`src/rtl/can_txsched_pkg.sv`:
```
package can_txsched_pkg;
  typedef enum logic [1:0] {
    SLOT_IDLE   = 2'd0,
    SLOT_PEND   = 2'd1,
    SLOT_FLIGHT = 2'd2
  } slot_state_e;
endpackage

```
`src/rtl/txsched_slots.sv`:
```
module txsched_slots
  import can_txsched_pkg::*;
#(
  parameter int N_SLOTS = 3,
  parameter int ID_W    = 11,
  parameter int DESC_W  = 8,
  localparam int SEL_W  = (N_SLOTS > 1) ? $clog2(N_SLOTS) : 1,
  localparam int RANK_W = SEL_W
) (
  input  logic                             clk,
  input  logic                             rst_n,
  input  logic                             add_valid,
  input  logic [SEL_W-1:0]                 add_slot,
  input  logic [ID_W-1:0]                  add_id,
  input  logic [DESC_W-1:0]                add_desc,
  input  logic                             cancel_valid,
  input  logic [SEL_W-1:0]                 cancel_slot,
  input  logic                             grant_fire,
  input  logic [SEL_W-1:0]                 grant_slot,
  input  logic                             done_fire,
  input  logic                             done_ok,
  output logic [N_SLOTS-1:0]               pend_vec,
  output logic [N_SLOTS-1:0]               used_vec,
  output logic [N_SLOTS-1:0]               flight_vec,
  output logic [N_SLOTS-1:0][ID_W-1:0]     id_vec,
  output logic [N_SLOTS-1:0][DESC_W-1:0]   desc_vec,
  output logic [N_SLOTS-1:0][RANK_W-1:0]   rank_vec,
  output logic                             add_err
);

  logic [N_SLOTS-1:0] idle_vec;
  logic [N_SLOTS-1:0] leave;
  logic [N_SLOTS-1:0] take;
  logic [RANK_W-1:0]  add_rank;
  logic               add_err_d;
  logic               add_err_q;

  // Rejected add: no idle slot matches the requested index.
  always_comb begin
    add_err_d = add_valid;
    for (int i = 0; i < N_SLOTS; i++) begin
      if (add_slot == SEL_W'(i) && idle_vec[i]) add_err_d = 1'b0;
    end
  end

  // Arrival position of a new entry = occupants that remain after this cycle.
  always_comb begin
    add_rank = '0;
    for (int i = 0; i < N_SLOTS; i++) begin
      if (used_vec[i] && !leave[i]) add_rank = add_rank + RANK_W'(1);
    end
  end

  for (genvar i = 0; i < N_SLOTS; i++) begin : g_slot
    slot_state_e       st_q, st_d;
    logic              cxl_q, cxl_d;
    logic [RANK_W-1:0] rank_q, rank_d, below;
    logic [ID_W-1:0]   id_q;
    logic [DESC_W-1:0] desc_q;
    logic              hit_add, hit_cxl, hit_grant, hit_done;
    logic              leave_i, take_i;

    assign hit_add   = add_valid    && (add_slot    == SEL_W'(i));
    assign hit_cxl   = cancel_valid && (cancel_slot == SEL_W'(i));
    assign hit_grant = grant_fire   && (grant_slot  == SEL_W'(i));
    assign hit_done  = done_fire    && (st_q == SLOT_FLIGHT);

    always_comb begin
      st_d    = st_q;
      cxl_d   = cxl_q;
      leave_i = 1'b0;
      take_i  = 1'b0;
      case (st_q)
        SLOT_IDLE: begin
          if (hit_add) begin
            st_d   = SLOT_PEND;
            take_i = 1'b1;
          end
        end
        SLOT_PEND: begin
          if (hit_grant) begin
            st_d  = SLOT_FLIGHT;
            cxl_d = hit_cxl;
          end else if (hit_cxl) begin
            st_d    = SLOT_IDLE;
            leave_i = 1'b1;
          end
        end
        SLOT_FLIGHT: begin
          if (hit_done) begin
            cxl_d = 1'b0;
            if (done_ok || cxl_q || hit_cxl) begin
              st_d    = SLOT_IDLE;
              leave_i = 1'b1;
            end else begin
              st_d = SLOT_PEND;
            end
          end else if (hit_cxl) begin
            cxl_d = 1'b1;
          end
        end
        default: st_d = SLOT_IDLE;
      endcase
    end

    // Close the gaps left by departing entries older than this one.
    always_comb begin
      below = '0;
      for (int j = 0; j < N_SLOTS; j++) begin
        if (leave[j] && (rank_vec[j] < rank_q)) below = below + RANK_W'(1);
      end
      rank_d = take_i ? add_rank : (rank_q - below);
    end

    always_ff @(posedge clk or negedge rst_n) begin
      if (!rst_n) begin
        st_q   <= SLOT_IDLE;
        cxl_q  <= 1'b0;
        rank_q <= '0;
        id_q   <= '0;
        desc_q <= '0;
      end else begin
        st_q   <= st_d;
        cxl_q  <= cxl_d;
        rank_q <= rank_d;
        if (take_i) begin
          id_q   <= add_id;
          desc_q <= add_desc;
        end
      end
    end

    assign leave[i]      = leave_i;
    assign take[i]       = take_i;
    assign idle_vec[i]   = (st_q == SLOT_IDLE);
    assign pend_vec[i]   = (st_q == SLOT_PEND);
    assign flight_vec[i] = (st_q == SLOT_FLIGHT);
    assign used_vec[i]   = (st_q != SLOT_IDLE);
    assign id_vec[i]     = id_q;
    assign desc_vec[i]   = desc_q;
    assign rank_vec[i]   = rank_q;
  end

  always_ff @(posedge clk or negedge rst_n) begin
    if (!rst_n) add_err_q <= 1'b0;
    else        add_err_q <= add_err_d;
  end
  assign add_err = add_err_q;

  assert_one_flight_R5: assert property (@(posedge clk) disable iff (!rst_n)
    $onehot0(flight_vec));

  assert_err_has_cause_R2: assert property (@(posedge clk) disable iff (!rst_n)
    add_err |-> $past(add_valid));

  assert_cancel_frees_R6: assert property (@(posedge clk) disable iff (!rst_n)
    (cancel_valid && (int'(cancel_slot) < N_SLOTS) && pend_vec[cancel_slot] && !grant_fire)
    |=> !used_vec[$past(cancel_slot)]);

  assert_add_one_at_a_time_R1: assert property (@(posedge clk) disable iff (!rst_n)
    $countones(take) <= 1);

endmodule

```
`src/rtl/txsched_pick.sv`:
```
module txsched_pick #(
  parameter int N_SLOTS = 3,
  parameter int ID_W    = 11,
  localparam int SEL_W  = (N_SLOTS > 1) ? $clog2(N_SLOTS) : 1,
  localparam int RANK_W = SEL_W
) (
  input  logic                           clk,
  input  logic                           rst_n,
  input  logic                           queue_mode,
  input  logic [N_SLOTS-1:0]             pend_vec,
  input  logic [N_SLOTS-1:0][ID_W-1:0]   id_vec,
  input  logic [N_SLOTS-1:0][RANK_W-1:0] rank_vec,
  output logic                           any_pend,
  output logic [SEL_W-1:0]               pick
);

  logic [ID_W-1:0]   best_id;
  logic [RANK_W-1:0] best_rank;
  logic              better;

  // Scan in index order; strict compare leaves ties on the lower index.
  always_comb begin
    any_pend  = 1'b0;
    pick      = '0;
    best_id   = '0;
    best_rank = '0;
    better    = 1'b0;
    for (int i = 0; i < N_SLOTS; i++) begin
      better = queue_mode ? (id_vec[i] < best_id) : (rank_vec[i] < best_rank);
      if (pend_vec[i] && (!any_pend || better)) begin
        any_pend  = 1'b1;
        pick      = SEL_W'(i);
        best_id   = id_vec[i];
        best_rank = rank_vec[i];
      end
    end
  end

  assert_pick_waiting_R1: assert property (@(posedge clk) disable iff (!rst_n)
    any_pend |-> pend_vec[pick]);

  for (genvar i = 0; i < N_SLOTS; i++) begin : g_chk
    assert_queue_lowest_R3: assert property (@(posedge clk) disable iff (!rst_n)
      (queue_mode && any_pend && pend_vec[i]) |-> (id_vec[pick] <= id_vec[i]));
    assert_queue_tie_R3: assert property (@(posedge clk) disable iff (!rst_n)
      (queue_mode && any_pend && pend_vec[i] && (id_vec[pick] == id_vec[i]))
      |-> (int'(pick) <= i));
    assert_fifo_oldest_R4: assert property (@(posedge clk) disable iff (!rst_n)
      (!queue_mode && any_pend && pend_vec[i]) |-> (rank_vec[pick] <= rank_vec[i]));
  end

endmodule

```
`src/rtl/txsched_evlog.sv`:
```
module txsched_evlog #(
  parameter int DEPTH  = 4,
  parameter int ID_W   = 11,
  parameter int TS_W   = 16,
  localparam int PTR_W = (DEPTH > 1) ? $clog2(DEPTH) : 1,
  localparam int CNT_W = $clog2(DEPTH + 1)
) (
  input  logic            clk,
  input  logic            rst_n,
  input  logic            push,
  input  logic [ID_W-1:0] push_id,
  input  logic [TS_W-1:0] push_ts,
  input  logic            pop,
  output logic            ev_valid,
  output logic [ID_W-1:0] ev_id,
  output logic [TS_W-1:0] ev_ts,
  output logic            ev_lost
);

  logic [DEPTH-1:0][ID_W-1:0] id_mem;
  logic [DEPTH-1:0][TS_W-1:0] ts_mem;
  logic [PTR_W-1:0] wr_q, wr_d, rd_q, rd_d;
  logic [CNT_W-1:0] cnt_q, cnt_d;
  logic             lost_q, lost_d;
  logic             full, empty, wr_en, rd_en;

  assign full  = (cnt_q == CNT_W'(DEPTH));
  assign empty = (cnt_q == '0);
  assign wr_en = push && !full;
  assign rd_en = pop && !empty;

  always_comb begin
    wr_d   = wr_q;
    rd_d   = rd_q;
    cnt_d  = cnt_q;
    lost_d = lost_q | (push & full);
    if (wr_en) wr_d = (wr_q == PTR_W'(DEPTH - 1)) ? '0 : wr_q + PTR_W'(1);
    if (rd_en) rd_d = (rd_q == PTR_W'(DEPTH - 1)) ? '0 : rd_q + PTR_W'(1);
    case ({wr_en, rd_en})
      2'b10:   cnt_d = cnt_q + CNT_W'(1);
      2'b01:   cnt_d = cnt_q - CNT_W'(1);
      default: cnt_d = cnt_q;
    endcase
  end

  always_ff @(posedge clk or negedge rst_n) begin
    if (!rst_n) begin
      wr_q   <= '0;
      rd_q   <= '0;
      cnt_q  <= '0;
      lost_q <= 1'b0;
    end else begin
      wr_q   <= wr_d;
      rd_q   <= rd_d;
      cnt_q  <= cnt_d;
      lost_q <= lost_d;
    end
  end

  for (genvar e = 0; e < DEPTH; e++) begin : g_ent
    always_ff @(posedge clk or negedge rst_n) begin
      if (!rst_n) begin
        id_mem[e] <= '0;
        ts_mem[e] <= '0;
      end else if (wr_en && (wr_q == PTR_W'(e))) begin
        id_mem[e] <= push_id;
        ts_mem[e] <= push_ts;
      end
    end
  end

  assign ev_valid = !empty;
  assign ev_id    = id_mem[rd_q];
  assign ev_ts    = ts_mem[rd_q];
  assign ev_lost  = lost_q;

  assert_count_bound_R9: assert property (@(posedge clk) disable iff (!rst_n)
    cnt_q <= CNT_W'(DEPTH));
  assert_lost_sticky_R10: assert property (@(posedge clk) disable iff (!rst_n)
    ev_lost |=> ev_lost);
  assert_drop_flags_R10: assert property (@(posedge clk) disable iff (!rst_n)
    (push && full) |=> ev_lost);
  assert_full_holds_R10: assert property (@(posedge clk) disable iff (!rst_n)
    (push && full && !pop) |=> full);

endmodule

```
`src/rtl/can_txsched.sv`:
```
module can_txsched #(
  parameter int N_SLOTS  = 3,
  parameter int ID_W     = 11,
  parameter int DESC_W   = 8,
  parameter int TS_W     = 16,
  parameter int EV_DEPTH = 4,
  localparam int SEL_W   = (N_SLOTS > 1) ? $clog2(N_SLOTS) : 1,
  localparam int RANK_W  = SEL_W
) (
  input  logic               clk,
  input  logic               rst_n,
  input  logic               cfg_queue_mode,
  input  logic               add_valid,
  input  logic [SEL_W-1:0]   add_slot,
  input  logic [ID_W-1:0]    add_id,
  input  logic [DESC_W-1:0]  add_desc,
  output logic               add_err,
  input  logic               cancel_valid,
  input  logic [SEL_W-1:0]   cancel_slot,
  output logic [N_SLOTS-1:0] slot_used,
  output logic               core_req,
  output logic [SEL_W-1:0]   core_slot,
  output logic [ID_W-1:0]    core_id,
  output logic [DESC_W-1:0]  core_desc,
  input  logic               core_grant,
  input  logic               core_done,
  input  logic               core_ok,
  output logic               ev_valid,
  output logic [ID_W-1:0]    ev_id,
  output logic [TS_W-1:0]    ev_ts,
  input  logic               ev_pop,
  output logic               ev_lost
);

  logic [N_SLOTS-1:0]               pend_vec, flight_vec;
  logic [N_SLOTS-1:0][ID_W-1:0]     id_vec;
  logic [N_SLOTS-1:0][DESC_W-1:0]   desc_vec;
  logic [N_SLOTS-1:0][RANK_W-1:0]   rank_vec;
  logic                             any_pend, busy, grant_fire, done_fire, log_push;
  logic [SEL_W-1:0]                 pick;
  logic [ID_W-1:0]                  flight_id;
  logic [TS_W-1:0]                  ts_q, ts_d;

  assign busy       = |flight_vec;
  assign core_req   = any_pend && !busy;
  assign grant_fire = core_req && core_grant;
  assign done_fire  = core_done && busy;
  assign log_push   = done_fire && core_ok;

  assign ts_d = ts_q + TS_W'(1);
  always_ff @(posedge clk or negedge rst_n) begin
    if (!rst_n) ts_q <= '0;
    else        ts_q <= ts_d;
  end

  always_comb begin
    core_id   = '0;
    core_desc = '0;
    flight_id = '0;
    for (int i = 0; i < N_SLOTS; i++) begin
      if (pick == SEL_W'(i)) begin
        core_id   = id_vec[i];
        core_desc = desc_vec[i];
      end
      if (flight_vec[i]) flight_id = id_vec[i];
    end
  end
  assign core_slot = pick;

  txsched_slots #(.N_SLOTS(N_SLOTS), .ID_W(ID_W), .DESC_W(DESC_W)) u_slots (
    .clk(clk), .rst_n(rst_n),
    .add_valid(add_valid), .add_slot(add_slot), .add_id(add_id), .add_desc(add_desc),
    .cancel_valid(cancel_valid), .cancel_slot(cancel_slot),
    .grant_fire(grant_fire), .grant_slot(pick),
    .done_fire(done_fire), .done_ok(core_ok),
    .pend_vec(pend_vec), .used_vec(slot_used), .flight_vec(flight_vec),
    .id_vec(id_vec), .desc_vec(desc_vec), .rank_vec(rank_vec),
    .add_err(add_err)
  );

  txsched_pick #(.N_SLOTS(N_SLOTS), .ID_W(ID_W)) u_pick (
    .clk(clk), .rst_n(rst_n), .queue_mode(cfg_queue_mode),
    .pend_vec(pend_vec), .id_vec(id_vec), .rank_vec(rank_vec),
    .any_pend(any_pend), .pick(pick)
  );

  txsched_evlog #(.DEPTH(EV_DEPTH), .ID_W(ID_W), .TS_W(TS_W)) u_evlog (
    .clk(clk), .rst_n(rst_n),
    .push(log_push), .push_id(flight_id), .push_ts(ts_q), .pop(ev_pop),
    .ev_valid(ev_valid), .ev_id(ev_id), .ev_ts(ev_ts), .ev_lost(ev_lost)
  );

  assert_grant_quiets_R5: assert property (@(posedge clk) disable iff (!rst_n)
    (core_req && core_grant) |=> !core_req);
  assert_event_follows_R8: assert property (@(posedge clk) disable iff (!rst_n)
    (core_done && core_ok && busy && !ev_valid) |=> ev_valid);
  assert_failed_no_event_R7: assert property (@(posedge clk) disable iff (!rst_n)
    (core_done && !core_ok && !ev_valid) |=> !ev_valid);

endmodule

```
`config.mk`:
```
export PLATFORM = sky130hd
export DESIGN_NAME = can_txsched
export DESIGN_NICKNAME = d
export VERILOG_FILES = /design/src/rtl/can_txsched_pkg.sv /design/src/rtl/txsched_slots.sv /design/src/rtl/txsched_pick.sv /design/src/rtl/txsched_evlog.sv /design/src/rtl/can_txsched.sv
export SDC_FILE = /design/constraint.sdc
export NUM_CORES = 1
export LEC_CHECK = 0
export BUFFER_PORTS_ARGS = -buffer_cell sky130_fd_sc_hd__buf_2
export CAP_MARGIN = 20
export CORE_ASPECT_RATIO = 1.25
export CORE_UTILIZATION = 45
export DETAILED_ROUTE_END_ITERATION = 8
export GPL_ROUTABILITY_DRIVEN = 0
export PLACE_DENSITY = 0.67
export SLEW_MARGIN = 30
export SYNTH_ARGS = -nofsm -noshare
export SYNTH_HDL_FRONTEND = slang
export SYNTH_SLANG_ARGS = --single-unit
```
`constraint.sdc`:
```
create_clock -name clk -period 5.3 [get_ports clk]
set_input_delay 1.06 -clock clk [delete_from_list [all_inputs] [get_ports clk]]
set_output_delay 1.06 -clock clk [all_outputs]
set_load 0.01 [all_outputs]
```
==> flow_summary.yaml, run 1 <==
global_routing:
  grtUsageMet3_pct: 2.987
  gr-usage-met2_pct: 38.54
  busiest_layer: "met2"
  grt_max_degree: 120
  grt_use_total_pct: 21.56
  grt_pass1_wl_mm: 41.73
  grt_pass1_vias: 8070
  antenna_found_initial: 0
  overflow: 0
  use_met1_pct: 26.06
floorplan:
  die_w_um: 140.2
  num_rows: 62
  core_um2: 23190
  die_h_um: 174.7
  ios: 87
  initial_utilization_pct: 46.30
  dieArea_um2: 24490
logic_synthesis:
  yosysSeqAreaShare_pct: 47.76
  avgSynthCellArea_um2: 11.37
  yosysMostFrequentCell: "dfrtp_1"
  yosys.area.top_type: "dfrtp_1"
  synth_area_um2: 10740
  yosysTopAreaCellShare_pct: 47.76
  synthFlopType: "dfrtp_1"
  ys_top_cells_by_area: "dfrtp_1, mux2_2, ha_1"
  syn_inst: 945
  yosysWarnings: 0
  synth_seq_cells: 205
  ys_types: 73
  synth_edf_count: 0
  async_flop_share_pct: 100.0
  yosys-top-cells-count: "dfrtp_1, mux2_2, nand2_1"
  synth_nets: 1033
route:
  vias_per_cell: 5.648
  drtIter0Drc: 292
  avgRoutedWirePerCell_um: 18.76
  vias: 7840
  dr.pass1.iters: 5
  drt-total-wl_mm: 26.03
  drc: 0
  postRouteAntennaNets: 0
sta:
  tightest_slew_ps: 1063
  fin_skew_ps: 11.92
  setup_viol: 26
  rsz0062_at_grt: "yes"
  drv_slew: 0
  fin_crit_sh_pct: 112.0
  hold_ws_ps: 410.2
  timing.fmax_mhz: 168.5
  finalHoldViolCount: 0
  relSlewSlack_pct: 29.12
  setup_slack_ps: -634.1
  period_needed_ps: 5934
cells_and_area:
  drive_above_1_share_pct: 41.36
  syn2layout_area_growth_pct: 25.36
  stdcell_count: 1388
  nets: 1174
  antenna_cells: 0
  nFillCells: 1908
setup_path:
  worst_ep_arrival_time_ps: 4870
  crit_fanout: 7
  r2r_end: "u_slots.g_slot[0].rank_q[1]"
  required_ps: 4240
  reg2reg_slack_ps: -460
  rr_worst_depth: 30
  r2r-start: "u_slots.g_slot[0].st_q[1]"
  crit_top_cell: "nand4_1"
  crit_path_max_incr_delay_ps: 450
  cpMaxStageDelayCell: "o32a_1"
  crit_path_start_kind: "flip-flop"
  cp-end-kind: "primary output"
  cp_cell_sequence: "inv_2 -> ha_4 -> buf_12 -> nand2_1 -> ha_4 -> nand4_1 -> a211o_1 -> a31oi_4 -> nand2b_4 -> and2_4 -> a21boi_2 -> ha_1 -> nand4_1 -> o32a_1 -> nand4_1 -> mux2i_4 -> o21ai_4 -> buf_8 -> buf_6 -> nor2_2 -> a31oi_1 -> buf_2"
  worstSetupPathType: "reg2out"
power:
  powerDensity_nw_per_um2: 658.1
  peakVddDrop_mv: 0.5669
  p_leak_nw: 6.218
  finalPower_mw: 8.860
clock_network:
  root_buffer: "clkbuf_16"
  htree_levels: 1
  cts_hold_repair.buffers: 0
  clk_latency_ps: 510
  clk_pin_slew_ps: 60
  numCtsBuffers: 22
  clock_sinks: 205
  cts_tree: "done"
  cts_buffer_depth: 3
outcome:
  outcome: "finished, violations left"
  violations: "setup timing"
worst_hold_path:
  min_path_type: "in2async"
placement:
  post-place-cells: 1320
  dp_worst_setup_slack_ps: -195.5
  dp_hpwl_mm: 16.70
  port_buffers: 86
flow_run:
  drv_cap: 0
[cells by family (layout without fill, tap and decap cells)]
logic type               count (synthesis)  in the layout  share of synthesized area (%)
AND/OR/NAND/NOR                        240            241                          9.972
AO/OA/AOI/OAI                          176            176                          11.30
adder cells (fa/ha/maj)                 56             56                          6.594
XOR/XNOR                                23             23                          1.876
flip-flops                             205            205                          47.76
multiplexers                           157            157                          19.29
buffers and inverters                   88            242                          3.204
[layout by cell type, fill, tap and decap left out, types with 11 or more instances in the layout]
cell type	count
ha_1	43
buf_6	16
dfrtp_1	204
inv_1	31
nor2_1	39
nand2_1	109
mux4_2	27
ha_4	11
xnor2_1	13
a21oi_1	27
buf_2	76
a22oi_1	11
o21ai_0	55
mux2_2	126
a31oi_1	12
clkbuf_16	24
a31oi_4	13
buf_4	67
[routing by layer]
| layer | vias to the layer above | share of wire [%] |
|---|---|---|
| met5 | - | 0 |
| met4 | 0 | 3.6 |
| met3 | 68 | 3.7 |
| met2 | 174 | 51 |
| met1 | 3925 | 41 |
| li1 | 3673 | - |
[stage by stage]
stage               utilization [%]  instance area, um^2  setup TNS (ps)
floorplan                         -                10910          -1.984
global placement              51.22                11880          -793.1
detailed placement            51.25                11890           -1472
CTS                           56.04                13000           -9527
global route                  58.05                13460          -16820
finish                        58.05                13460          -13370
[worst max-delay path by stage]
stage | end | slack (ps) | cells past startpoint | from
6_report | core_id[7] | -630 | 22 | u_slots.g_slot[0].st_q[1]
5_1_grt | core_id[7] | -750 | 23 | u_slots.g_slot[0].st_q[1]
4_1_cts | core_id[2] | -500 | 21 | u_slots.g_slot[0].st_q[1]
3_5_place_dp | u_slots.g_slot[0].rank_q[1] | -200 | 24 | cfg_queue_mode
3_3_place_gp | u_slots.g_slot[0].rank_q[1] | -160 | 24 | cfg_queue_mode
2_1_floorplan | u_slots.g_slot[0].rank_q[1] | -2 | 29 | u_slots.g_slot[0].st_q[1]
[worst max-delay path: cells and delay by family (launching register included)]
| kind | cells | cell delay [ps] |
|---|---|---|
| simple gates | 7 | 920 |
| compound gates | 6 | 1520 |
| fa+ha+maj | 3 | 760 |
| buf+inv | 5 | 680 |
| mux | 1 | 100 |
| flops | 1 | 380 |
[registers in the layout (all words and copies together) (netlist names)]
register and count:
ts_q 16, u_evlog.cnt_q 3, u_evlog.ev_lost 1, u_evlog.id_mem 44, u_evlog.rd_q 2, u_evlog.ts_mem 64, u_evlog.wr_q 2, u_slots.add_err 1
u_slots.g_slot.cxl_q 3, u_slots.g_slot.desc_q 24, u_slots.g_slot.id_q 33, u_slots.g_slot.rank_q 6, u_slots.g_slot.st_q 6
[power by group]
| group | internal (mW) | switching, mW |
|---|---|---|
| logic | 2.47 | 2.38 |
| clock network | 0.897 | 0.615 |
| registers | 2.00 | 0.493 |
| total | 5.37 | 3.49 |
[layout make-up]
| type | count | area, um^2 | share of cell area [%] |
|---|---|---|---|
| sequential | 205 | 5134 | 38.13 |
| timing repair buffer | 170 | 1271 | 9.441 |
| clock buffer | 33 | 653.1 | 4.851 |
| multi-input combinational | 653 | 5862 | 43.54 |
| inverter | 34 | 130.1 | 0.9665 |
| tap | 288 | 360.3 | 2.676 |
| clock inverter | 5 | 53.80 | 0.3996 |
[timing repair]
| item | in CTS | in global routing |
|---|---|---|
| gates resized for setup | 47 | 70 |
| cloned | 3 | 1 |
| buffers inserted | 17 | 10 |
| endpoints found under the setup margin | 26 | 27 |
| pin swaps | 9 | 28 |
Note: power is estimated with default switching activity, not from simulation.
==> inputs of run 2 (changes only) <==
--- a/config.mk
+++ b/config.mk
@@ -5,6 +5,7 @@
 export SDC_FILE = /design/constraint.sdc
 export NUM_CORES = 1
 export LEC_CHECK = 0
+export ABC_AREA = 1
 export BUFFER_PORTS_ARGS = -buffer_cell sky130_fd_sc_hd__buf_2
 export CAP_MARGIN = 20
 export CORE_ASPECT_RATIO = 1.25
==> run 2 against run 1 <==
The flow still finishes with violations (setup timing). Sequential power fell by 2%. Total power fell by 5.4%. Via count grew 19%. Clock skew up 1.0 ps. Sequential share of layout area increased by 2.0 points. Critical endpoint is now core_desc[0]. Largest power group unchanged.
==> flow_summary.yaml, run 2 <==
cells_and_area:
  layout_common_cells: "nand2_1, dfrtp_1, o21ai_0"
  nFillCells: 2091
  nets: 1523
  design_area_um2: 12800
  top_regs: "u_evlog.ts_mem (64), u_evlog.id_mem (44), u_slots.g_slot.id_q (33)"
  largest_register_ffs: 64
  regArea_um2: 5131
  regMostFlops: "u_evlog.ts_mem"
  antenna_cells: 0
  multi_input_area_um2: 5120
  syn2layout_area_growth_pct: 20.59
  final_common_cell: "nand2_1"
  drive_above_1_share_pct: 18.34
floorplan:
  die_w_um: 139.4
  initial_utilization_pct: 46.06
  die_h_um: 173.7
  dieArea_um2: 24200
  ios: 87
  core_um2: 23040
  num_rows: 62
power:
  peakVddDrop_mv: 0.4939
  powerDensity_nw_per_um2: 655.0
  p_leak_nw: 6.451
global_routing:
  overflow: 0
  antenna_found_initial: 0
  grt_pass1_vias: 9192
  grt_max_degree: 119
  grt_use_total_pct: 23.54
  grt_pass1_wl_mm: 46.27
setup_path:
  crit_path_max_incr_delay_ps: 380
  worst-path-stages: 29
  crit_top_cell: "nand2_2"
  r2r-start: "u_slots.g_slot[0].st_q[1]"
  worstSetupPathType: "reg2out"
  required_ps: 4240
  crit_path_start_kind: "flip-flop"
  cp-end-kind: "primary output"
  startpoint: "u_slots.g_slot[0].st_q[1]"
  worst_ep_arrival_time_ps: 4500
  cpMaxStageDelayCell: "dfrtp_1"
  crit_fanout: 7
  r2r_end: "u_slots.g_slot[0].rank_q[1]"
  critPathCapture: "core_desc[0]"
  crit_family: "buffers and inverters"
  path_buf_inv: 10
  reg2reg_slack_ps: 140
  rr_worst_depth: 37
logic_synthesis:
  yosysMostFrequentCell: "nand2_1"
  yosysSeqAreaShare_pct: 48.34
  async_flop_share_pct: 100.0
  yosys.area.top_type: "dfrtp_1"
  yosysTopAreaCellShare_pct: 48.34
  ys_types: 39
  synthFlopType: "dfrtp_1"
  synth_area_um2: 10610
  ys_top_cells_by_area: "dfrtp_1, nand2_1, o21ai_0"
  syn_inst: 1331
  synth_nets: 1419
  yosys-top-cells-count: "nand2_1, dfrtp_1, o21ai_0"
  yosysWarnings: 0
  synth_edf_count: 0
  avgSynthCellArea_um2: 7.973
  synth_seq_cells: 205
sta:
  fin_crit_sh_pct: 105.0
  rsz0062_at_grt: "yes"
  relSlewSlack_pct: 33.99
  finalHoldViolCount: 0
  setup_slack_ps: -262.7
  timing.fmax_mhz: 179.8
  hold_ws_ps: 409.7
  period_needed_ps: 5563
  fin_skew_ps: 12.96
  tightest_slew_ps: 986.5
  drv_slew: 0
  setup_viol: 21
route:
  avgRoutedWirePerCell_um: 16.33
  drtIter0Drc: 702
  top_layer_used: "met4"
  met3WireLength_mm: 1.385
  vias: 9339
  dr.pass1.iters: 5
  dr_wl_met2_mm: 14.23
  drc: 0
  drt-total-wl_mm: 28.38
  postRouteAntennaNets: 0
  wl_met1_mm: 11.84
  vias_per_cell: 5.373
worst_hold_path:
  min_path_type: "in2async"
clock_network:
  clock_sinks: 205
  cts_buffer_depth: 3
  cts_tree: "done"
  cts_hold_repair.buffers: 0
  root_buffer: "clkbuf_16"
  clk_pin_slew_ps: 60
  numCtsBuffers: 23
  clk_latency_ps: 510
  htree_levels: 1
placement:
  port_buffers: 86
  placed_area_um2: 11340
  dp_hpwl_mm: 17.51
outcome:
  outcome: "finished, violations left"
  violations: "setup timing"
flow_run:
  drv_cap: 0
run 2: how the worst min path moves through the flow:
stage	start	to	cells past startpoint
CTS	u_evlog.id_mem[34]	u_evlog.id_mem[34]	2
detailed placement	u_evlog.id_mem[13]	u_evlog.id_mem[13]	2
global placement	u_evlog.id_mem[42]	u_evlog.id_mem[42]	2
global route	rst_n	u_evlog.ts_mem[35]	1
finish	rst_n	u_evlog.ts_mem[35]	1
floorplan	u_slots.g_slot[0].cxl_q	u_slots.g_slot[0].cxl_q	2
run 2: cell type report:
type | instances | area share [%]
sequential | 205 | 40.10
inverter | 119 | 3.510
clock inverter | 7 | 0.3325
tap | 288 | 2.816
multi-input combinational | 947 | 40.01
clock buffer | 33 | 4.948
timing repair buffer | 139 | 8.282
run 2: cells by family after synthesis:
logic type | share of synthesized area [%]
DFF | 48.34
buffers and inverters | 6.450
and+or+nand+nor | 21.73
AOI/OAI and AO/OA | 14.99
xor gates and xnor gates | 1.816
adders and majority gates | 6.674
run 2: power breakdown:
part	switching [mW]	internal (mW)	total, mW
registers	0.406	2.06	2.46
clock network	0.632	0.831	1.46
logic	2.57	1.88	4.45
run 2: stage by stage:
stage	util, %	setup WS [ps]	power [mW]	std cells	TNS (ps)
global route	55.54	-445.0	9.007	1738	-8427
global placement	49.22	185.3	5.901	1663	0
floorplan	-	33.10	4.742	1331	0
CTS	54.08	-141.1	7.937	1728	-1872
finish	55.54	-262.7	8.381	1738	-4209
detailed placement	49.22	141.1	5.952	1663	0
run 2: worst register-to-register path: cells and delay by family (launching register included):
| family | cells | cell delay (ps) |
|---|---|---|
| buf+inv | 9 | 1050 |
| simple gates | 14 | 1380 |
| compound gates | 7 | 710 |
| xor+xnor | 2 | 350 |
| fa+ha+maj | 5 | 1210 |
| flops | 1 | 380 |
run 2: per-layer routing:
metal | vias to the layer above | GRT usage, %
met1 | 4465 | 29.16
met4 | 0 | 9.120
met3 | 76 | 3.039
li1 | 4516 | -
met5 | - | 0
met2 | 282 | 41.52
run 2: timing repair:
action,in CTS,in global routing
setup buffers,24,9
hold endpoints to repair,0,0
cloned,1,3
setup endpoints to repair,21,27
pin swaps,24,25
gates resized for setup,53,54
==> inputs of run 3 (changes only) <==
--- a/config.mk
+++ b/config.mk
@@ -5,7 +5,6 @@
 export SDC_FILE = /design/constraint.sdc
 export NUM_CORES = 1
 export LEC_CHECK = 0
-export ABC_AREA = 1
 export BUFFER_PORTS_ARGS = -buffer_cell sky130_fd_sc_hd__buf_2
 export CAP_MARGIN = 20
 export CORE_ASPECT_RATIO = 1.25
@@ -13,6 +12,7 @@
 export DETAILED_ROUTE_END_ITERATION = 8
 export GPL_ROUTABILITY_DRIVEN = 0
 export PLACE_DENSITY = 0.67
+export SKIP_CTS_REPAIR_TIMING = 1
 export SLEW_MARGIN = 30
 export SYNTH_ARGS = -nofsm -noshare
 export SYNTH_HDL_FRONTEND = slang
==> run 3 against run 2 <==
The flow still finishes with violations (setup timing). Combinational power shrank 4%. Sequential power is essentially flat. Core utilization grew 0.60 points. Fmax shrank 5.5%. Critical endpoint is now core_id[10]. Global-route usage shrank 2.8 points. Hold slack is essentially flat. Critical path depth shrank 7. Clock power grew 3%. First-iteration DRC count shrank 56%. Non-clock buffer count grew 20. Routed wire length shrank 11%. Setup slack lost 320 ps.
==> flow_summary.yaml, run 3 (synthesis gave the netlist of run 1 again) <==
outcome:
  outcome: "finished, violations left"
  violations: "setup timing"
route:
  drtIter0Drc: 310
  avgRoutedWirePerCell_um: 18.30
  vias_per_cell: 5.617
  drc: 0
  vias: 7734
  top_layer_used: "met4"
  dr_wl_met2_mm: 12.97
  wl_met1_mm: 10.47
  drt-total-wl_mm: 25.20
  postRouteAntennaNets: 0
  met3WireLength_mm: 1.037
  dr.pass1.iters: 4
sta:
  fin_crit_sh_pct: 111.0
  setup_viol: 26
  tightest_slew_ps: 1022
  drv_slew: 0
  timing.fmax_mhz: 170.0
  setup_slack_ps: -583.6
  rsz0062_at_grt: "yes"
  period_needed_ps: 5884
  fin_skew_ps: 12.35
  relSlewSlack_pct: 31.87
  finalHoldViolCount: 0
floorplan:
  num_rows: 62
  die_h_um: 174.7
  dieArea_um2: 24490
  ios: 87
  die_w_um: 140.2
  initial_utilization_pct: 46.30
  core_um2: 23190
setup_path:
  r2r_end: "u_slots.g_slot[0].rank_q[1]"
  path_buf_inv: 5
  reg2reg_slack_ps: -310
  crit_path_max_incr_delay_ps: 380
  crit_path_start_kind: "flip-flop"
  r2r-start: "u_slots.g_slot[0].st_q[1]"
  worstSetupPathType: "reg2out"
  crit_family: "compound AO/OA/AOI/OAI gates"
  rr_worst_depth: 29
  crit_fanout: 12
  cp-end-kind: "primary output"
  required_ps: 4240
  cpMaxStageDelayCell: "dfrtp_1"
  worst_ep_arrival_time_ps: 4820
  cp_cell_sequence: "inv_2 -> ha_4 -> buf_4 -> nand2_1 -> ha_1 -> nand4_1 -> a211o_1 -> a31oi_4 -> nand2b_4 -> and2_4 -> a21boi_1 -> ha_1 -> a21o_1 -> a21oi_2 -> o32a_1 -> nand4_1 -> mux2i_4 -> o21ai_4 -> buf_4 -> clkbuf_16 -> a31oi_4 -> buf_2"
power:
  p_int_mw: 5.042
  p_leak_nw: 6.101
  power_switching_share_pct: 38.96
  powerDensity_nw_per_um2: 634.3
  pwr-share-comb_pct: 51.8
  peakVddDrop_mv: 0.5501
  p_seq_share_pct: 29.8
  p_switching_mw: 3.218
  clkPwrFrac_pct: 18.3
global_routing:
  grt_use_total_pct: 20.75
  overflow: 0
  antenna_found_initial: 0
  grt_max_degree: 120
  grt_pass1_vias: 7809
  grt_pass1_wl_mm: 40.37
clock_network:
  numCtsBuffers: 22
  cts_tree: "done"
  htree_levels: 1
  root_buffer: "clkbuf_16"
  cts_buffer_depth: 3
  clock_sinks: 205
  clk_latency_ps: 510
  clk_pin_slew_ps: 60
placement:
  dp_hpwl_mm: 16.70
  dp_worst_setup_slack_ps: -195.5
  post-place-cells: 1320
  port_buffers: 86
  placed_area_um2: 11890
cells_and_area:
  design_area_um2: 13020
  largest_register_ffs: 64
  top_regs: "u_evlog.ts_mem (64), u_evlog.id_mem (44), u_slots.g_slot.id_q (33)"
  final_common_cell: "dfrtp_1"
  finalCoreUtilization_pct: 56.14
  drive_above_1_share_pct: 37.37
  nets: 1163
  nFillCells: 1992
  stdcell_count: 1377
  layout_common_cells: "dfrtp_1, mux2_2, nand2_1"
  regMostFlops: "u_evlog.ts_mem"
  syn2layout_area_growth_pct: 21.24
  antenna_cells: 0
worst_hold_path:
  min_path_type: "in2async"
flow_run:
  drv_cap: 0
==> run 3: power groups by stage <==
| stage | combinational, mW | sequential [mW] | clock [mW] |
|---|---|---|---|
| 2_1_floorplan | 2.55 | 2.28 | 0 |
| 3_3_place_gp | 3.62 | 2.47 | 0 |
| 3_5_place_dp | 3.66 | 2.49 | 0 |
| 4_1_cts | 3.69 | 2.46 | 1.56 |
| 5_1_grt | 4.66 | 2.54 | 1.61 |
| 6_report | 4.28 | 2.46 | 1.51 |
==> run 3: final cells by class <==
cell class / instances / area, um^2 / share of cell area, %
multi-input cells: 653 / 5564 / 42.73
flip-flops and latches: 205 / 5134 / 39.43
repair buffers: 159 / 1126 / 8.648
clock buffers: 33 / 653.1 / 5.016
well taps: 288 / 360.3 / 2.767
inverters: 34 / 130.1 / 0.9993
clock inverters: 5 / 53.80 / 0.4132
==> run 3: worst max-delay path by stage <==
stage                              startpoint                          end  slack [ps]  depth (start not counted)
floorplan           u_slots.g_slot[0].st_q[1]  u_slots.g_slot[0].rank_q[1]          -2                         29
global placement               cfg_queue_mode  u_slots.g_slot[0].rank_q[1]        -160                         24
detailed placement             cfg_queue_mode  u_slots.g_slot[0].rank_q[1]        -200                         24
CTS                 u_slots.g_slot[0].st_q[1]                 core_desc[6]        -620                         22
global route        u_slots.g_slot[0].st_q[1]                   core_id[7]        -740                         25
finish              u_slots.g_slot[0].st_q[1]                  core_id[10]        -580                         22
==> run 3: stage by stage <==
step / hold slack [ps] / total power, mW / TNS (ps)
floorplan: 444.6 / 4.828 / -1.984
global placement: 453.7 / 6.092 / -793.1
detailed placement: 459.3 / 6.154 / -1472
CTS: 472.6 / 7.704 / -11910
global route: 409.1 / 8.804 / -16340
finish: 410.1 / 8.259 / -12070
==> run 3: worst register-to-register path, delay by kind of cell, from the launching register on <==
kind	cells	cell delay, ps
muxes	1	220
adders and majority gates	5	1230
buffers and inverters	4	550
xor gates and xnor gates	2	310
DFF	1	380
AOI/OAI and AO/OA	10	1950
and+or+nand+nor	7	860
==> run 3: per-layer routing <==
metal  vias up  track usage [%]
met5         -                0
met4         0            7.830
met3        50            2.987
met2       155            37.08
met1      3875            25.26
li1       3654                -
